[config.mk]
export PLATFORM = sky130hd
export DESIGN_NAME = seg_addr_gen
export DESIGN_NICKNAME = d
export VERILOG_FILES = /design/src/rtl/seg_pkg.sv /design/src/rtl/seg_lim_unit.sv /design/src/rtl/seg_range_chk.sv /design/src/rtl/seg_out_stage.sv /design/src/rtl/seg_addr_gen.sv
export SDC_FILE = /design/constraint.sdc
export NUM_CORES = 1
export LEC_CHECK = 0
export ABC_AREA = 0
export ABC_CLOCK_PERIOD_IN_PS = 5000
export BUFFER_PORTS_ARGS = -buffer_cell sky130_fd_sc_hd__clkbuf_2
export CAP_MARGIN = 20
export CORE_ASPECT_RATIO = 1.75
export CORE_MARGIN = 1.5
export CORE_UTILIZATION = 51
export CTS_BUF_LIST = sky130_fd_sc_hd__clkbuf_16
export CTS_CLUSTER_DIAMETER = 120
export DETAILED_ROUTE_END_ITERATION = 12
export PLACE_DENSITY = 0.84
export SLEW_MARGIN = 0
export SYNTH_ARGS = -nofsm -noshare
export SYNTH_HDL_FRONTEND = slang
export SYNTH_SLANG_ARGS = --single-unit
[constraint.sdc]
create_clock -name clk -period 5 [get_ports clk]
set_input_delay 0.5 -clock clk [delete_from_list [all_inputs] [get_ports clk]]
set_output_delay 0.5 -clock clk [all_outputs]
set_load 0.02 [all_outputs]
[src/rtl/seg_pkg.sv]
package seg_pkg;
  localparam int ADDR_W  = 32;
  localparam int LIM_W   = 20;
  localparam int GRAN_SH = 12;
  localparam int SMALL_W = 16;

  typedef enum logic [1:0] {
    SZ_B1 = 2'd0,
    SZ_B2 = 2'd1,
    SZ_B4 = 2'd2,
    SZ_B8 = 2'd3
  } size_code_t;

  function automatic logic [3:0] size_minus_one(input logic [1:0] code);
    case (size_code_t'(code))
      SZ_B1:   return 4'd0;
      SZ_B2:   return 4'd1;
      SZ_B4:   return 4'd3;
      default: return 4'd7;
    endcase
  endfunction
endpackage

[src/rtl/seg_lim_unit.sv]
module seg_lim_unit
  import seg_pkg::*;
#(
  parameter int AW = ADDR_W,
  parameter int LW = LIM_W,
  parameter int GS = GRAN_SH,
  parameter int SW = SMALL_W
) (
  input  logic          clk,
  input  logic          rst,
  input  logic [LW-1:0] limit,
  input  logic          gran,
  input  logic          big,
  output logic [AW-1:0] eff_lim,
  output logic [AW-1:0] upper
);
  localparam int SCALED_W = LW + GS;

  logic [AW-1:0] lim_bytes;
  logic [AW-1:0] lim_pages;

  assign lim_bytes = {{(AW-LW){1'b0}}, limit};

  generate
    if (SCALED_W >= AW) begin : g_full
      logic [SCALED_W-1:0] scaled;
      assign scaled    = {limit, {GS{1'b1}}};
      assign lim_pages = scaled[AW-1:0];
    end else begin : g_pad
      assign lim_pages = {{(AW-SCALED_W){1'b0}}, limit, {GS{1'b1}}};
    end
  endgenerate

  assign eff_lim = gran ? lim_pages : lim_bytes;
  assign upper   = big ? {AW{1'b1}} : {{(AW-SW){1'b0}}, {SW{1'b1}}};

  // byte granularity never reaches above the raw limit width
  p_byte_gran_r2: assert property (@(posedge clk) disable iff (rst)
    !gran |-> (eff_lim >> LW) == '0);
  // page granularity always ends on a 4 KB boundary minus one
  p_page_gran_r3: assert property (@(posedge clk) disable iff (rst)
    gran |-> &eff_lim[GS-1:0]);
endmodule

[src/rtl/seg_range_chk.sv]
module seg_range_chk
  import seg_pkg::*;
#(
  parameter int AW = ADDR_W
) (
  input  logic          clk,
  input  logic          rst,
  input  logic [AW-1:0] offset,
  input  logic [1:0]    size,
  input  logic [AW-1:0] eff_lim,
  input  logic [AW-1:0] upper,
  input  logic          expdown,
  input  logic          present,
  output logic          legal
);
  logic [AW:0] last_byte;
  logic        up_ok;
  logic        dn_ok;

  assign last_byte = {1'b0, offset} + {{(AW-3){1'b0}}, size_minus_one(size)};
  assign up_ok     = last_byte <= {1'b0, eff_lim};
  assign dn_ok     = (offset > eff_lim) && (last_byte <= {1'b0, upper});
  assign legal     = present && (expdown ? dn_ok : up_ok);

  // an access whose last byte carries past the address space is never legal
  p_no_wrap_r4: assert property (@(posedge clk) disable iff (rst)
    last_byte[AW] |-> !legal);
  // an expand-down access at or below the limit is never legal
  p_dn_floor_r6: assert property (@(posedge clk) disable iff (rst)
    (expdown && offset <= eff_lim) |-> !legal);
endmodule

[src/rtl/seg_out_stage.sv]
module seg_out_stage #(
  parameter int AW = 32
) (
  input  logic          clk,
  input  logic          rst,
  input  logic          req,
  input  logic          legal,
  input  logic [AW-1:0] base,
  input  logic [AW-1:0] offset,
  output logic          ok_q,
  output logic          fault_q,
  output logic [AW-1:0] addr_q
);
  logic [AW-1:0] lin;
  assign lin = base + offset;

  always_ff @(posedge clk) begin
    if (rst) begin
      ok_q    <= 1'b0;
      fault_q <= 1'b0;
      addr_q  <= '0;
    end else begin
      ok_q    <= req && legal;
      fault_q <= req && !legal;
      addr_q  <= (req && legal) ? lin : '0;
    end
  end

  // result and exception are exclusive
  p_excl_r9: assert property (@(posedge clk) disable iff (rst)
    !(ok_q && fault_q));
  // address is zero whenever no valid result is presented
  p_addr_zero_r9: assert property (@(posedge clk) disable iff (rst)
    !ok_q |-> addr_q == '0);
endmodule

[src/rtl/seg_addr_gen.sv]
module seg_addr_gen
  import seg_pkg::*;
#(
  parameter int AW = ADDR_W,
  parameter int LW = LIM_W,
  parameter int GS = GRAN_SH,
  parameter int SW = SMALL_W
) (
  input  logic          clk,
  input  logic          rst,
  input  logic          req_valid,
  input  logic [AW-1:0] req_offset,
  input  logic [1:0]    req_size,
  input  logic [AW-1:0] desc_base,
  input  logic [LW-1:0] desc_limit,
  input  logic          desc_gran,
  input  logic          desc_big,
  input  logic          desc_expdown,
  input  logic          desc_present,
  output logic          out_valid,
  output logic [AW-1:0] out_addr,
  output logic          out_fault
);
  logic [AW-1:0] eff_lim;
  logic [AW-1:0] upper;
  logic          legal;

  seg_lim_unit #(.AW(AW), .LW(LW), .GS(GS), .SW(SW)) u_lim (
    .clk(clk), .rst(rst), .limit(desc_limit), .gran(desc_gran),
    .big(desc_big), .eff_lim(eff_lim), .upper(upper)
  );

  seg_range_chk #(.AW(AW)) u_chk (
    .clk(clk), .rst(rst), .offset(req_offset), .size(req_size),
    .eff_lim(eff_lim), .upper(upper), .expdown(desc_expdown),
    .present(desc_present), .legal(legal)
  );

  seg_out_stage #(.AW(AW)) u_out (
    .clk(clk), .rst(rst), .req(req_valid), .legal(legal),
    .base(desc_base), .offset(req_offset),
    .ok_q(out_valid), .fault_q(out_fault), .addr_q(out_addr)
  );

  // a valid result carries base plus offset of the previous cycle
  p_lin_sum_r1: assert property (@(posedge clk) disable iff (rst)
    out_valid |-> out_addr == $past(desc_base + req_offset));
  // an absent segment always faults
  p_absent_r8: assert property (@(posedge clk) disable iff (rst)
    (req_valid && !desc_present) |=> (out_fault && !out_valid));
  // no request gives no result
  p_idle_r10: assert property (@(posedge clk) disable iff (rst)
    !req_valid |=> (!out_valid && !out_fault));
endmodule

==> qor.csv <==
metric,value,unit
yosys.cell_types.count,66,
numCtsBuffers,5,
syn_area,0.005291,sq mm
p_total,1181,uW
ctsHoldBuffers,0,
first_iter_violations,247,
dr.pass1.iters,5,
synth-simple-area-share,23.41,%
p_comb_share,47.0,%
cts_tree,built,
vias,5736,
path_max_fanout,33,
min_period,4757,ps
critical_path_class,in2reg,
crit_required,5210,ps
dp_hpwl,13780,um
critPathLaunchType,primary input,
synthMuxAreaShare,1.703,%
syn2layout_area_growth,20.79,%
drv_cap,0,
fin_nets,1025,
leakage,0.003142,uW
post-cts-setup-buffer-count,0,
rsz0062_at_grt,no,
dieArea,0.01102,sq mm
syn_avg_cell_area,7.839,sq um
yosysWarnings,0,
ant_nets,0,
p_sw,435.5,uW
tns,0,ps
syn_inst,675,
synthAdderAreaFrac,27.71,%
ioPinCount,127,
timing.fmax,210.2,MHz
pwr-share-clk,29.3,%
grt_pass1_vias,5585,
htreeDepth,2,
synth_nets,884,
final_area,0.006391,sq mm
synth_seq_cells,34,
avgViaCountPerCell,6.083,
hold_path.class,in2reg,
run_status,finished clean,
slew_headroom,52.87,%
cts.sinks,34,
cts_resized,0,
post_dp_cell_area,0.006193,sq mm
synth-edff-count,0,
rows,49,
core,0.01018,sq mm
die_x,80.00,um
synthFlopType,dfxtp_1,
yosysSeqAreaShare,12.86,%
synth_compound_area_share,23.10,%
grt_max_degree,34,
synth_top_family_by_area,adder cells,
diodes,0,
final_util,62.80,%
cp-end-kind,flip-flop,
fin_crit_sh,95.14,%
wire_per_inst,17.23,um
final_layout_size_suffix_gt1_share,21.69,%
grt_antenna_before_repair,0,
swShare,36.89,%
power_density,184.7,mW/mm^2
async_reset_ff_share,0,%
p_seq_share,23.8,%
hold_viol,0,
grt-ovfl-total,0,
gp_congestion,0.9519,
intPower,745.2,uW
dieHeight,137.7,um
routed_wl,16240,um
synth.area.top_cells,"ha_1 (27%), dfxtp_1 (13%), a21oi_1 (5.9%)",
tightest_slew,689.1,ps
final_max_slew_viol_count,0,
vdd_drop_max,0.1983,mV
synthXorXnorAreaFrac,8.276,%
start_util,51.99,%
grtUsageTotal,29.61,%
drc,0,
cts_root_buf,clkbuf_16,
fin_worst_hold_slack,549.7,ps
arrival,4970,ps
port_buffers,126,
clockBufferDepth,2,
grt_pass1_wl,25370,um
layout_common_cells,"clkbuf_2 (126), ha_1 (114), nor2_1 (71)",
setup_violations,0,
clk_pin_slew_worst_paths,60,ps
yosysTopAreaCellShare,26.96,%
synth_top_area_cell,ha_1,
mostFrequentLayoutCell,clkbuf_2,
==> layout make-up <==
cell class	count	area (sq um)
clock buffers	5	125.1
repair buffers	149	815.8
multi-input cells	604	4494
fillers	972	3786
inverters	22	82.58
flip-flops and latches	34	680.7
clock inverters	2	33.78
well taps	127	158.9
==> cell families (layout without fill, tap and decap cells) <==
logic type	count (synthesis)	after routing
AO/OA/AOI/OAI	184	184
flip-flops	34	34
AND/OR/NAND/NOR	245	245
buffers and inverters	37	178
XOR/XNOR	50	50
adder cells (fa/ha/maj)	116	116
multiplexers	9	9
==> critical path, stage by stage <==
cell	delay, ps
clkbuf_2	110
or2_2	300
ha_1	220
fa_1	380
and2_1	180
o21ai_2	130
nor4_1	60
buf_4	160
nand4_1	100
xnor2_1	90
ha_1	300
nand3_1	110
or3_4	420
or4b_2	690
a21oi_2	140
o2111ai_2	140
nor4_4	380
o311ai_4	140
buf_12	200
nor3_2	190
==> routing by layer <==
metal / global-route usage [%] / wire length (um) / vias to the layer above
met1: 29.49 / 5624 / 2605
li1: - / - / 2803
met4: 19.92 / 1201 / 0
met3: 3.179 / 893 / 84
met2: 55.88 / 8524 / 244
met5: 0 / 0 / -
==> flip-flops by register name (all words and copies together), names as in the netlist <==
signal         flops
u_out.fault_q      1
u_out.addr_q      32
u_out.ok_q         1
==> Yosys cell counts, types with 5 or more instances <==
cell and count:
a31oi_1 7, xnor2_1 33, or2_2 5, and2_1 8, xor2_1 17, a21o_1 31, mux2i_1 9, clkbuf_1 10
and3_1 8, o21a_1 8, nor3_1 15, o31ai_1 7, a211oi_1 6, o21ai_0 22, dfxtp_1 34, nand2_1 55
nor2b_1 11, nand3_1 21, a21oi_1 62, nand4_1 20, inv_1 22, nor2_1 71, ha_1 114, o211ai_1 8
==> power groups by stage <==
stage	Combinational [uW]	Sequential, uW	Clock (uW)
finish	555	281	345
detailed placement	542	286	0
global route	616	281	355
global placement	530	287	0
floorplan	357	296	0
CTS	546	281	346
==> path summary, 6_finish.rpt <==
check / startpoint / to / slack, ps / cells after the start
worst min-delay path: desc_present / u_out.fault_q / 550 / 3
worst max-delay path: req_size[1] / u_out.addr_q[2] / 240 / 20
==> per-stage QoR <==
stage	cells	setup WS, ps
detailed placement	936	-11.88
floorplan	675	292.3
finish	943	243.1
global route	943	21.43
global placement	936	131.0
CTS	943	270.9
(Power assumes the default switching activity.)
